===== config.mk =====
export PLATFORM = sky130hd
export DESIGN_NAME = sec_prim_ctrl
export DESIGN_NICKNAME = d
export VERILOG_FILES = /design/src/rtl/spc_pkg.sv /design/src/rtl/spc_cap_table.sv /design/src/rtl/spc_adapt.sv /design/src/rtl/spc_fsm.sv /design/src/rtl/sec_prim_ctrl.sv
export SDC_FILE = /design/constraint.sdc
export NUM_CORES = 1
export LEC_CHECK = 0
export ABC_AREA = 1
export BUFFER_PORTS_ARGS = -buffer_cell sky130_fd_sc_hd__clkbuf_2
export CORE_ASPECT_RATIO = 0.5
export CORE_UTILIZATION = 55
export CTS_BUF_LIST = sky130_fd_sc_hd__clkbuf_4 sky130_fd_sc_hd__clkbuf_8
export DETAILED_ROUTE_END_ITERATION = 10
export PLACE_DENSITY = 0.91
export SYNTH_ARGS = -nofsm -noshare
export SYNTH_HDL_FRONTEND = slang
export SYNTH_HIERARCHICAL = 1
export SYNTH_SLANG_ARGS = --single-unit

===== constraint.sdc =====
create_clock -name clk -period 2.95 [get_ports clk]
set_input_delay 0.4425 -clock clk [delete_from_list [all_inputs] [get_ports clk]]
set_output_delay 0.4425 -clock clk [all_outputs]
set_load 0.01 [all_outputs]

===== src/rtl/spc_pkg.sv =====
package spc_pkg;
   typedef enum logic [2:0] {
      ST_INIT   = 3'd0,
      ST_CHECK  = 3'd1,
      ST_CONFIG = 3'd2,
      ST_RUN    = 3'd3,
      ST_IDLE   = 3'd4,
      ST_STOP   = 3'd5
   } spc_state_e;
endpackage


===== src/rtl/spc_cap_table.sv =====
module spc_cap_table #(
   parameter int DEPTHS = 4,
   parameter int KGS    = 2,
   parameter int TP_W   = 8,
   parameter int BASE   = 8,
   localparam int NCFG  = DEPTHS * KGS,
   localparam int ID_W  = $clog2(NCFG)
) (
   input  logic            clk,
   input  logic            rst_n,
   input  logic            wr,
   input  logic [ID_W-1:0] wr_idx,
   input  logic [TP_W-1:0] wr_data,
   input  logic [ID_W-1:0] rd_idx,
   output logic [TP_W-1:0] cap_cur,
   output logic [TP_W-1:0] cap_lo
);
   logic [TP_W-1:0] cap_q [NCFG];

   for (genvar g = 0; g < NCFG; g++) begin : g_ent
      localparam int RST_VAL = BASE * (1 << (g % DEPTHS)) * (g / DEPTHS + 1);
      always_ff @(posedge clk or negedge rst_n) begin
         if (!rst_n)
            cap_q[g] <= TP_W'(RST_VAL);
         else if (wr && wr_idx == ID_W'(g))
            cap_q[g] <= wr_data;
      end
   end

   logic [ID_W-1:0] lo_idx;
   assign lo_idx  = rd_idx - 1'b1;
   assign cap_cur = cap_q[rd_idx];
   assign cap_lo  = cap_q[lo_idx];
endmodule


===== src/rtl/spc_adapt.sv =====
module spc_adapt #(
   parameter int NCFG = 8,
   parameter int TP_W = 8,
   parameter int CQ_W = 4,
   localparam int ID_W = $clog2(NCFG)
) (
   input  logic [ID_W-1:0] cfg_id,
   input  logic [TP_W-1:0] cap_cur,
   input  logic [TP_W-1:0] cap_lo,
   input  logic [TP_W-1:0] req_tput,
   input  logic            batt_low,
   input  logic [CQ_W-1:0] chan_q,
   input  logic [CQ_W-1:0] chan_thr,
   output logic            step_up,
   output logic            step_dn
);
   localparam logic [ID_W-1:0] TOP_ID = ID_W'(NCFG - 1);

   logic pwr_trig;
   logic at_bottom;
   logic at_top;

   assign pwr_trig  = batt_low | (chan_q < chan_thr);
   assign at_bottom = (cfg_id == '0);
   assign at_top    = (cfg_id == TOP_ID);

   always_comb begin
      step_up = 1'b0;
      step_dn = 1'b0;
      if (pwr_trig)
         step_dn = !at_bottom;
      else if (req_tput > cap_cur && !at_top)
         step_up = 1'b1;
      else if (!at_bottom && req_tput <= cap_lo)
         step_dn = 1'b1;
   end
endmodule


===== src/rtl/spc_fsm.sv =====
module spc_fsm
   import spc_pkg::*;
#(
   parameter int PRM_W    = 8,
   parameter int KEY_W    = 2,
   parameter int ID_W     = 3,
   parameter int INIT_CFG = 0
) (
   input  logic             clk,
   input  logic             rst_n,
   input  logic             prm_wr,
   input  logic [PRM_W-1:0] prm_data,
   input  logic             prim_ready,
   input  logic             prim_done,
   input  logic             keep_loaded,
   input  logic             restart,
   input  logic             sec_req,
   input  logic             step_up,
   input  logic             step_dn,
   output spc_state_e       state_q,
   output logic [ID_W-1:0]  cfg_q,
   output logic             start_q,
   output logic             err_q,
   output logic [PRM_W-1:0] alg_q
);
   spc_state_e       nxt;
   logic [ID_W-1:0]  cfg_n;
   logic             err_n;
   logic [PRM_W-1:0] alg_n;
   logic [PRM_W-1:0] pend_q, pend_n;
   logic             key_bad;

   assign key_bad = &pend_q[KEY_W-1:0];

   always_comb begin
      nxt    = state_q;
      cfg_n  = cfg_q;
      err_n  = err_q;
      alg_n  = alg_q;
      pend_n = pend_q;
      if (sec_req) begin
         nxt = ST_CONFIG;
      end else begin
         unique case (state_q)
            ST_INIT: if (prm_wr) begin
               nxt    = ST_CHECK;
               pend_n = prm_data;
            end
            ST_CHECK: if (key_bad) begin
               nxt   = ST_INIT;
               err_n = 1'b1;
            end else begin
               nxt   = ST_CONFIG;
               err_n = 1'b0;
               alg_n = pend_q;
            end
            ST_CONFIG: if (prim_ready) nxt = ST_RUN;
            ST_RUN: if (prm_wr) begin
               nxt    = ST_CHECK;
               pend_n = prm_data;
            end else if (prim_done) begin
               nxt = keep_loaded ? ST_IDLE : ST_STOP;
            end else if (step_up) begin
               nxt   = ST_CONFIG;
               cfg_n = cfg_q + 1'b1;
            end else if (step_dn) begin
               nxt   = ST_CONFIG;
               cfg_n = cfg_q - 1'b1;
            end
            ST_IDLE, ST_STOP: if (prm_wr) begin
               nxt    = ST_CHECK;
               pend_n = prm_data;
            end else if (restart) begin
               nxt = ST_INIT;
            end
            default: nxt = ST_INIT;
         endcase
      end
   end

   always_ff @(posedge clk or negedge rst_n) begin
      if (!rst_n) begin
         state_q <= ST_INIT;
         cfg_q   <= ID_W'(INIT_CFG);
         start_q <= 1'b0;
         err_q   <= 1'b0;
         alg_q   <= '0;
         pend_q  <= '0;
      end else begin
         state_q <= nxt;
         cfg_q   <= cfg_n;
         start_q <= (nxt == ST_CONFIG) && (state_q != ST_CONFIG);
         err_q   <= err_n;
         alg_q   <= alg_n;
         pend_q  <= pend_n;
      end
   end
endmodule


===== src/rtl/sec_prim_ctrl.sv =====
module sec_prim_ctrl
   import spc_pkg::*;
#(
   parameter int DEPTHS   = 4,
   parameter int KGS      = 2,
   parameter int TP_W     = 8,
   parameter int BASE     = 8,
   parameter int CQ_W     = 4,
   parameter int PRM_W    = 8,
   parameter int KEY_W    = 2,
   parameter int INIT_CFG = 0,
   localparam int NCFG    = DEPTHS * KGS,
   localparam int ID_W    = $clog2(NCFG)
) (
   input  logic             clk,
   input  logic             rst_n,
   input  logic             prm_wr,
   input  logic [PRM_W-1:0] prm_data,
   input  logic             tbl_wr,
   input  logic [ID_W-1:0]  tbl_idx,
   input  logic [TP_W-1:0]  tbl_data,
   input  logic [TP_W-1:0]  req_tput,
   input  logic             batt_low,
   input  logic [CQ_W-1:0]  chan_q,
   input  logic [CQ_W-1:0]  chan_thr,
   input  logic             prim_ready,
   input  logic             prim_done,
   input  logic             keep_loaded,
   input  logic             restart,
   input  logic             sec_req,
   output logic [ID_W-1:0]  cfg_id,
   output logic             cfg_start,
   output logic             run_en,
   output logic [2:0]       state_o,
   output logic             prm_err,
   output logic [PRM_W-1:0] alg_prm
);
   localparam longint MAX_CAP = longint'(BASE) * (64'd1 << (DEPTHS - 1)) * KGS;

   if (DEPTHS < 1 || KGS < 1 || NCFG < 2) begin : g_bad_shape
      $error("sec_prim_ctrl: need at least two configurations");
   end
   if ((DEPTHS & (DEPTHS - 1)) != 0) begin : g_bad_depths
      $error("sec_prim_ctrl: DEPTHS must be a power of two");
   end
   if (MAX_CAP >= (64'd1 << TP_W)) begin : g_bad_width
      $error("sec_prim_ctrl: TP_W too narrow for default capacities");
   end
   if (KEY_W < 1 || KEY_W > PRM_W) begin : g_bad_key
      $error("sec_prim_ctrl: key field must fit in the parameter word");
   end
   if (INIT_CFG < 0 || INIT_CFG >= NCFG) begin : g_bad_init
      $error("sec_prim_ctrl: INIT_CFG out of range");
   end

   spc_state_e      st;
   logic [TP_W-1:0] cap_cur, cap_lo;
   logic            step_up, step_dn;

   spc_cap_table #(
      .DEPTHS (DEPTHS),
      .KGS    (KGS),
      .TP_W   (TP_W),
      .BASE   (BASE)
   ) u_tbl (
      .clk     (clk),
      .rst_n   (rst_n),
      .wr      (tbl_wr),
      .wr_idx  (tbl_idx),
      .wr_data (tbl_data),
      .rd_idx  (cfg_id),
      .cap_cur (cap_cur),
      .cap_lo  (cap_lo)
   );

   spc_adapt #(
      .NCFG (NCFG),
      .TP_W (TP_W),
      .CQ_W (CQ_W)
   ) u_adapt (
      .cfg_id   (cfg_id),
      .cap_cur  (cap_cur),
      .cap_lo   (cap_lo),
      .req_tput (req_tput),
      .batt_low (batt_low),
      .chan_q   (chan_q),
      .chan_thr (chan_thr),
      .step_up  (step_up),
      .step_dn  (step_dn)
   );

   spc_fsm #(
      .PRM_W    (PRM_W),
      .KEY_W    (KEY_W),
      .ID_W     (ID_W),
      .INIT_CFG (INIT_CFG)
   ) u_fsm (
      .clk         (clk),
      .rst_n       (rst_n),
      .prm_wr      (prm_wr),
      .prm_data    (prm_data),
      .prim_ready  (prim_ready),
      .prim_done   (prim_done),
      .keep_loaded (keep_loaded),
      .restart     (restart),
      .sec_req     (sec_req),
      .step_up     (step_up),
      .step_dn     (step_dn),
      .state_q     (st),
      .cfg_q       (cfg_id),
      .start_q     (cfg_start),
      .err_q       (prm_err),
      .alg_q       (alg_prm)
   );

   assign state_o = st;
   assign run_en  = (st == ST_RUN);
endmodule


==> flow_summary.ini, run 1 <==
[floorplan]
die_y_um = 73.0
ios = 62
dieWidth_um = 144
coreArea_sq_um = 9630
start_util_pct = 57.6
row_count = 25
dieArea_sq_um = 10500

[synthesis]
synthTopCellsByArea = dfrtp_1 (36%), nand2_1 (23%), inv_1 (8.4%)
synth_top_area_share_pct = 36.1
synth_top_family_by_area = simple AND/OR/NAND/NOR gates
syn_nets = 880
yosys.area.top_type = dfrtp_1
synth-simple-area-share_pct = 33.2
syn_avg_cell_area_sq_um = 6.82
synthCells = 814
synthAdderAreaFrac_pct = 4.87
yosys_register_bits = 88
ys_top_cells_by_count = nand2_1 (346), inv_1 (124), dfrtp_1 (80)
synth_edf_count = 0
yosysWarnings = 6
synth_compound_area_share_pct = 9.08
synth_cell_types = 36
synth-xor-area-share_pct = 0.969
synth_mux_area_share_pct = 0
synth_flop_cell = dfrtp_1
synthArstFlopShare_pct = 100
ys_seq_area_share_pct = 39.8
syn_area_sq_um = 5550
yosysMostFrequentCell = nand2_1

[worst_setup_path]
worstPathCellList = clkinvlp_4 -> buf_12 -> ha_4 -> buf_6 -> nand3_2 -> nand2_1 -> nand2_1 -> nand2_1 -> inv_1 -> ha_1 -> nand2_1 -> inv_2 -> nand2_1 -> nand2_1 -> nand2_1 -> nand2_1 -> nand2_1 -> nand2_1 -> a21oi_2 -> nor2_2 -> nor2_1 -> nand3_2 -> nor2_2 -> xor2_1
cp_common_cell = nand2_1
worst-path-max-fanout = 8
crit_type = flip-flop to flip-flop
cp-end-kind = flip-flop
max_stage_delay_ns = 0.39
cp.required_ns = 3.23
crit_arrival_ns = 3.35
r2r_start = u_fsm/cfg_q[0]$_DFFE_PN0P_
critPathLaunch = u_fsm/cfg_q[0]$_DFFE_PN0P_
cpMaxStageDelayCell = dfrtp_2
crit_path_start_kind = flip-flop

[power_and_ir_drop]
combinationalPowerShare_pct = 62.8
p_sw_mw = 3.18
p_int_mw = 3.63
peakVddDrop_mv = 0.490
pwr-share-clk_pct = 12.2
p_per_area_nw_per_um2 = 1040
power.total_mw = 6.81
p_leak_nw = 3.64
power_frac_seq_pct = 25.0
p_sw_share_pct = 46.7

[final_layout]
finish.net_count = 943
area_growth_pct = 17.5
drive_gt1_share_pct = 17.6
final_core_util_pct = 67.7
fillCellCount = 753
num_antenna_cells = 0

[global_route]
grt_use_total_pct = 31.4
grt_overflow = 0
grt_pass1_vias = 5176
grt_pass1_wl_mm = 25.0
grt_max_degree = 89
antenna_found_initial = 0

[detailed_routing]
ant_nets = 0
wirelength_mm = 15.7
drc = 0
wl_per_cell_um = 15.4
num_vias = 5652
drt-vias-per-instance = 5.56
drt_iter0_drc = 705
firstDrtPassIters = 9

[timing]
fin_crit_sh_pct = 104
skew_ns = 0.0131
final.setup.tns_ns = -0.472
slew_violations = 0
layout_setup_ws_ns = -0.122
hold_viol = 0
fin_crit_ns = 3.07
holdWs_ns = 0.100
setup_viol = 5
max_slew_margin_pct = 55.5
max_clock_freq_mhz = 326
rsz0062_at_grt = yes
worst_slew_pin_slew_ns = 0.665

[clocking]
clock_latency_ns = 0.36
cts_max_path_buffers = 2
cts_sinks = 88
cts_tree = done
numCtsBuffers = 9
clk_pin_slew_ns = 0.09
h-tree-depth = 3
cts.root.buffer_cell = clkbuf_8
cts_hold_buf = 0

[placed_design]
gp_congestion = 0.954
place_hpwl_mm = 10.0
port_buffers = 61
dp_slack_ns = -0.00148

[hold_path]
hold_class = primary input to async pin

[status]
status = complete, but fails checks
violations = setup timing

[job]
cap_violations = 0
cells by family (layout without fill, tap and decap cells):
family          count (synthesis)  in the layout
simple gates                  452            452
buf+inv                       157            225
xor+xnor                        4              4
fa+ha+maj                      21             21
compound gates                 92             92
flops                          88             88
timing repair:
action | in CTS | in global routing
pin swaps | 5 | 7
endpoints found under the setup margin | 1 | 5
cloned | 4 | 0
gates resized for setup | 17 | 16
setup buffers | 4 | 0
sequential cells by signal, summed over array words and instances, names as in the netlist:
signal         cells
u_fsm/alg_q        8
u_fsm/cfg_q        3
u_fsm/err_q        1
u_fsm/pend_q       8
u_fsm/start_q      1
u_fsm/state_q      3
u_tbl/cap_q       64
path summary, 6_finish.rpt:
kind	to	slack, ns	depth (start not counted)
worst max-delay path	u_fsm/cfg_q[2]$_DFFE_PN0P_	-0.12	24
worst min-delay path	u_fsm/alg_q[6]$_DFFE_PN0P_	0.10	2
worst max register to register	u_fsm/cfg_q[2]$_DFFE_PN0P_	-0.12	24
worst min register to register	u_tbl/cap_q[42]$_DFFE_PN0P_	0.49	2
max in group asynchronous	u_tbl/cap_q[14]$_DFFE_PN1P_	2.44	2
min in group clk	u_tbl/cap_q[7]$_DFFE_PN1P_	0.30	3
area by class of cell:
| type | instances | area (sq um) | area share, % |
|---|---|---|---|
| Inverter | 127 | 494 | 7.58 |
| Clock buffer | 11 | 139 | 2.13 |
| Timing Repair Buffer | 82 | 642 | 9.84 |
| Multi-Input combinational cell | 569 | 2810 | 43.0 |
| Clock inverter | 5 | 57.6 | 0.883 |
| Sequential cell | 88 | 2210 | 34.0 |
| Tap cell | 135 | 169 | 2.59 |
power by group through the flow:
stage | Clock (mW) | Combinational (mW) | Sequential, mW
after floorplan | 0 | 2.54 | 1.72
final | 0.830 | 4.28 | 1.71
after detailed placement | 0 | 3.38 | 1.71
after global routing | 0.893 | 4.68 | 1.74
after global placement | 0 | 3.26 | 1.70
after CTS | 0.851 | 3.87 | 1.70
worst max-delay path, delay by kind of cell, from the launching register on:
kind	cells	cell delay, ns
buf+inv	5	0.56
compound gates	1	0.13
fa+ha+maj	2	0.64
flops	1	0.39
xor+xnor	1	0.14
simple gates	15	1.16
through the flow:
stage | instances | cell area (sq um)
4_1_cts | 1017 | 6460
5_1_grt | 1017 | 6520
3_5_place_dp | 993 | 6010
3_3_place_gp | 993 | 6010
6_report | 1017 | 6520
2_1_floorplan | 814 | 5620
per-layer routing:
metal	vias up	part of all wire, %	global-route usage, %
li1	2624	-	-
met5	-	0	2.87
met1	2524	40	39.0
met2	405	43	49.4
met3	99	12	9.38
met4	0	5.0	16.9
placed cells by master (no fill, tap or decap), drive strengths merged, types with 2 or more instances in the layout:
cell type	netlist	final
nand2	347	347
nor3	4	4
a21o	2	2
dfrtp	80	80
ha	20	20
o21ai	77	77
a21oi	10	10
xor2	2	2
nor2	27	27
nand3	72	72
clkinvlp	0	4
dfstp	8	8
inv	125	124
clkbuf	4	71
xnor2	2	2
clkinv	2	3
bufbuf	0	2
buf	26	20
Note: power is estimated with default switching activity, not from simulation.
==> inputs of run 2 (changes only) <==
--- a/config.mk
+++ b/config.mk
@@ -6,12 +6,12 @@
 export NUM_CORES = 1
 export LEC_CHECK = 0
 export ABC_AREA = 1
-export BUFFER_PORTS_ARGS = -buffer_cell sky130_fd_sc_hd__clkbuf_2
 export CORE_ASPECT_RATIO = 0.5
 export CORE_UTILIZATION = 55
 export CTS_BUF_LIST = sky130_fd_sc_hd__clkbuf_4 sky130_fd_sc_hd__clkbuf_8
 export DETAILED_ROUTE_END_ITERATION = 10
-export PLACE_DENSITY = 0.91
+export DONT_BUFFER_PORTS = 1
+export PLACE_DENSITY = 0.85
 export SYNTH_ARGS = -nofsm -noshare
 export SYNTH_HDL_FRONTEND = slang
 export SYNTH_HIERARCHICAL = 1
==> flow_summary.ini, run 2 (synthesis gave the netlist of run 1 again) <==
[final_layout]
regMostFlops = u_tbl/cap_q
area_growth_pct = 17.9
layout_commonest_cell = nand2_1
largest_reg_flops = 64
drive_gt1_share_pct = 16.6
finish.net_count = 900
top_regs = u_tbl/cap_q: 64 flops, u_fsm/alg_q: 8 flops, u_fsm/pend_q: 8 flops
most-common-layout-cells = nand2_1 (331), inv_1 (116), dfrtp_1 (78)
fin_area_sq_um = 6550
num_antenna_cells = 0

[floorplan]
row_count = 25
dieArea_sq_um = 10500
die_y_um = 73.0
dieWidth_um = 144
ios = 62
coreArea_sq_um = 9630
start_util_pct = 57.6

[clocking]
clock_latency_ns = 0.37
cts_tree = done
cts.root.buffer_cell = clkbuf_8
cts_sinks = 88
cts_max_path_buffers = 2
h-tree-depth = 3
numCtsBuffers = 9
clk_pin_slew_ns = 0.10

[timing]
fin_crit_ns = 3.18
fin_crit_sh_pct = 108
max_slew_margin_pct = 53.0
worst_slew_pin_slew_ns = 0.703
layout_setup_ws_ns = -0.230
skew_ns = 0.0150
final.setup.tns_ns = -0.790
rsz0062_at_grt = yes
hold_viol = 0
setup_viol = 5
max_clock_freq_mhz = 314
slew_violations = 0

[detailed_routing]
wl_per_cell_um = 18.0
firstDrtPassIters = 11
drt_iter0_drc = 1143
num_vias = 5720
drt-vias-per-instance = 5.87
wirelength_mm = 17.6
ant_nets = 0
drc = 1

[worst_setup_path]
worstPathCellList = buf_6 -> buf_12 -> nand2_1 -> nand3_1 -> nand2_1 -> nand2_1 -> nand2_1 -> inv_1 -> ha_1 -> nand2_2 -> nor2_4 -> nand2_1 -> nand2_1 -> and3_4 -> inv_1 -> fa_2 -> xor2_2 -> nor2_4 -> xor2_1
crit_arrival_ns = 3.48
r2r_end = u_fsm/cfg_q[2]$_DFFE_PN0P_
crit_type = flip-flop to flip-flop
r2r_cells = 19
cp.required_ns = 3.25
crit_path_start_kind = flip-flop
cp-end-kind = flip-flop
cp_common_cell = nand2_1
r2r_start = u_fsm/cfg_q[0]$_DFFE_PN0P_
rrSetupSlack_ns = -0.23
cpMaxStageDelayCell = dfrtp_2
worst-path-max-fanout = 28
max_stage_delay_ns = 0.44

[power_and_ir_drop]
p_leak_nw = 3.49
p_int_mw = 4.02
pwr-share-clk_pct = 10.1
p_sw_share_pct = 48.7
combinationalPowerShare_pct = 67.7
p_sw_mw = 3.82
power_frac_seq_pct = 22.2
p_per_area_nw_per_um2 = 1200
peakVddDrop_mv = 0.515

[placed_design]
port_buffers = 0
gp_congestion = 0.922
place_hpwl_mm = 9.81
placed_area_sq_um = 5700

[hold_path]
hold_depth = 1
min-delay-start = prm_wr
min_to = u_fsm/state_q[2]$_DFF_PN0_
hold_class = primary input to flip-flop

[global_route]
grt_pass1_vias = 4839
grt_use_total_pct = 29.5
grt_overflow = 0
grt_max_degree = 89
grt_pass1_wl_mm = 23.5
antenna_found_initial = 0

[status]
violations = DRC, setup timing
status = complete, but fails checks

[job]
cap_violations = 0
## run 2: cell count changes in the layout (fill, tap and decap cells not counted), sizes merged
cell,delta
clkinvlp,-2
bufbuf,-2
bufinv,-1
inv,+3
dlygate4sd3,+1
clkbuf,-55
buf,+13
## run 2: worst max-delay path, delay by kind of cell, from the launching register on
| family | cells | cell delay [ns] |
|---|---|---|
| AND/OR/NAND/NOR | 11 | 1.19 |
| buffers and inverters | 4 | 0.44 |
| XOR/XNOR | 2 | 0.36 |
| flip-flops | 1 | 0.44 |
| adder cells (fa/ha/maj) | 2 | 0.66 |
## run 2: layout make-up
cell class                 instances  area, sq um
clock buffer                      12          153
clock inverter                     4         28.8
fill                             712         3090
inverter                         127          493
multi-input combinational        569         3010
sequential                        88         2210
tap                              135          169
timing repair buffer              38          475
timing repair inverter             1         6.26
## run 2: stage by stage
stage / utilization (%) / instances / hold WS [ns] / setup WS, ns / total power, mW
5_1_grt: 67.9 / 974 / 0.110 / -0.275 / 8.23
3_5_place_dp: 59.2 / 939 / 0.150 / -0.200 / 5.03
2_1_floorplan: - / 814 / 0.147 / 0.00263 / 4.25
3_3_place_gp: 59.2 / 939 / 0.150 / -0.0558 / 4.92
4_1_cts: 63.9 / 970 / 0.118 / -0.00531 / 6.33
6_report: 67.9 / 974 / 0.135 / -0.230 / 7.83
## run 2: worst max path at each step
stage | startpoint | endpoint | slack [ns] | depth (start not counted)
final | u_fsm/cfg_q[0]$_DFFE_PN0P_ | u_fsm/cfg_q[2]$_DFFE_PN0P_ | -0.23 | 19
after global routing | u_fsm/cfg_q[0]$_DFFE_PN0P_ | u_fsm/cfg_q[2]$_DFFE_PN0P_ | -0.27 | 20
after CTS | u_fsm/cfg_q[0]$_DFFE_PN0P_ | u_fsm/cfg_q[2]$_DFFE_PN0P_ | -0.005 | 18
after detailed placement | u_fsm/cfg_q[0]$_DFFE_PN0P_ | u_fsm/cfg_q[2]$_DFFE_PN0P_ | -0.20 | 18
after global placement | u_fsm/cfg_q[0]$_DFFE_PN0P_ | u_fsm/cfg_q[2]$_DFFE_PN0P_ | -0.06 | 18
after floorplan | u_fsm/cfg_q[0]$_DFFE_PN0P_ | u_fsm/cfg_q[2]$_DFFE_PN0P_ | 0.003 | 24
## run 2: power groups by stage
stage	sequential (mW)	clock [mW]	combinational (mW)
2_1_floorplan	1.72	0	2.54
3_5_place_dp	1.75	0	3.28
3_3_place_gp	1.75	0	3.18
4_1_cts	1.74	0.809	3.78
5_1_grt	1.78	0.857	5.59
6_report	1.74	0.789	5.30
## run 2: layer usage
layer	global-route usage [%]	vias to the layer above	wire length [um]
li1	-	2539	-
met3	7.28	142	2590
met4	8.39	0	966
met2	46.3	479	7340
met1	40.4	2560	6680
met5	1.91	-	0
## run 2: repair_timing
item | CTS | global route
setup endpoints to repair | 5 | 5
hold buffers | 2 | 0
resized for setup | 32 | 59
setup buffers | 13 | 2
endpoints found under the hold margin | 88 | 0
pin swaps | 15 | 42
gates cloned | 1 | 4
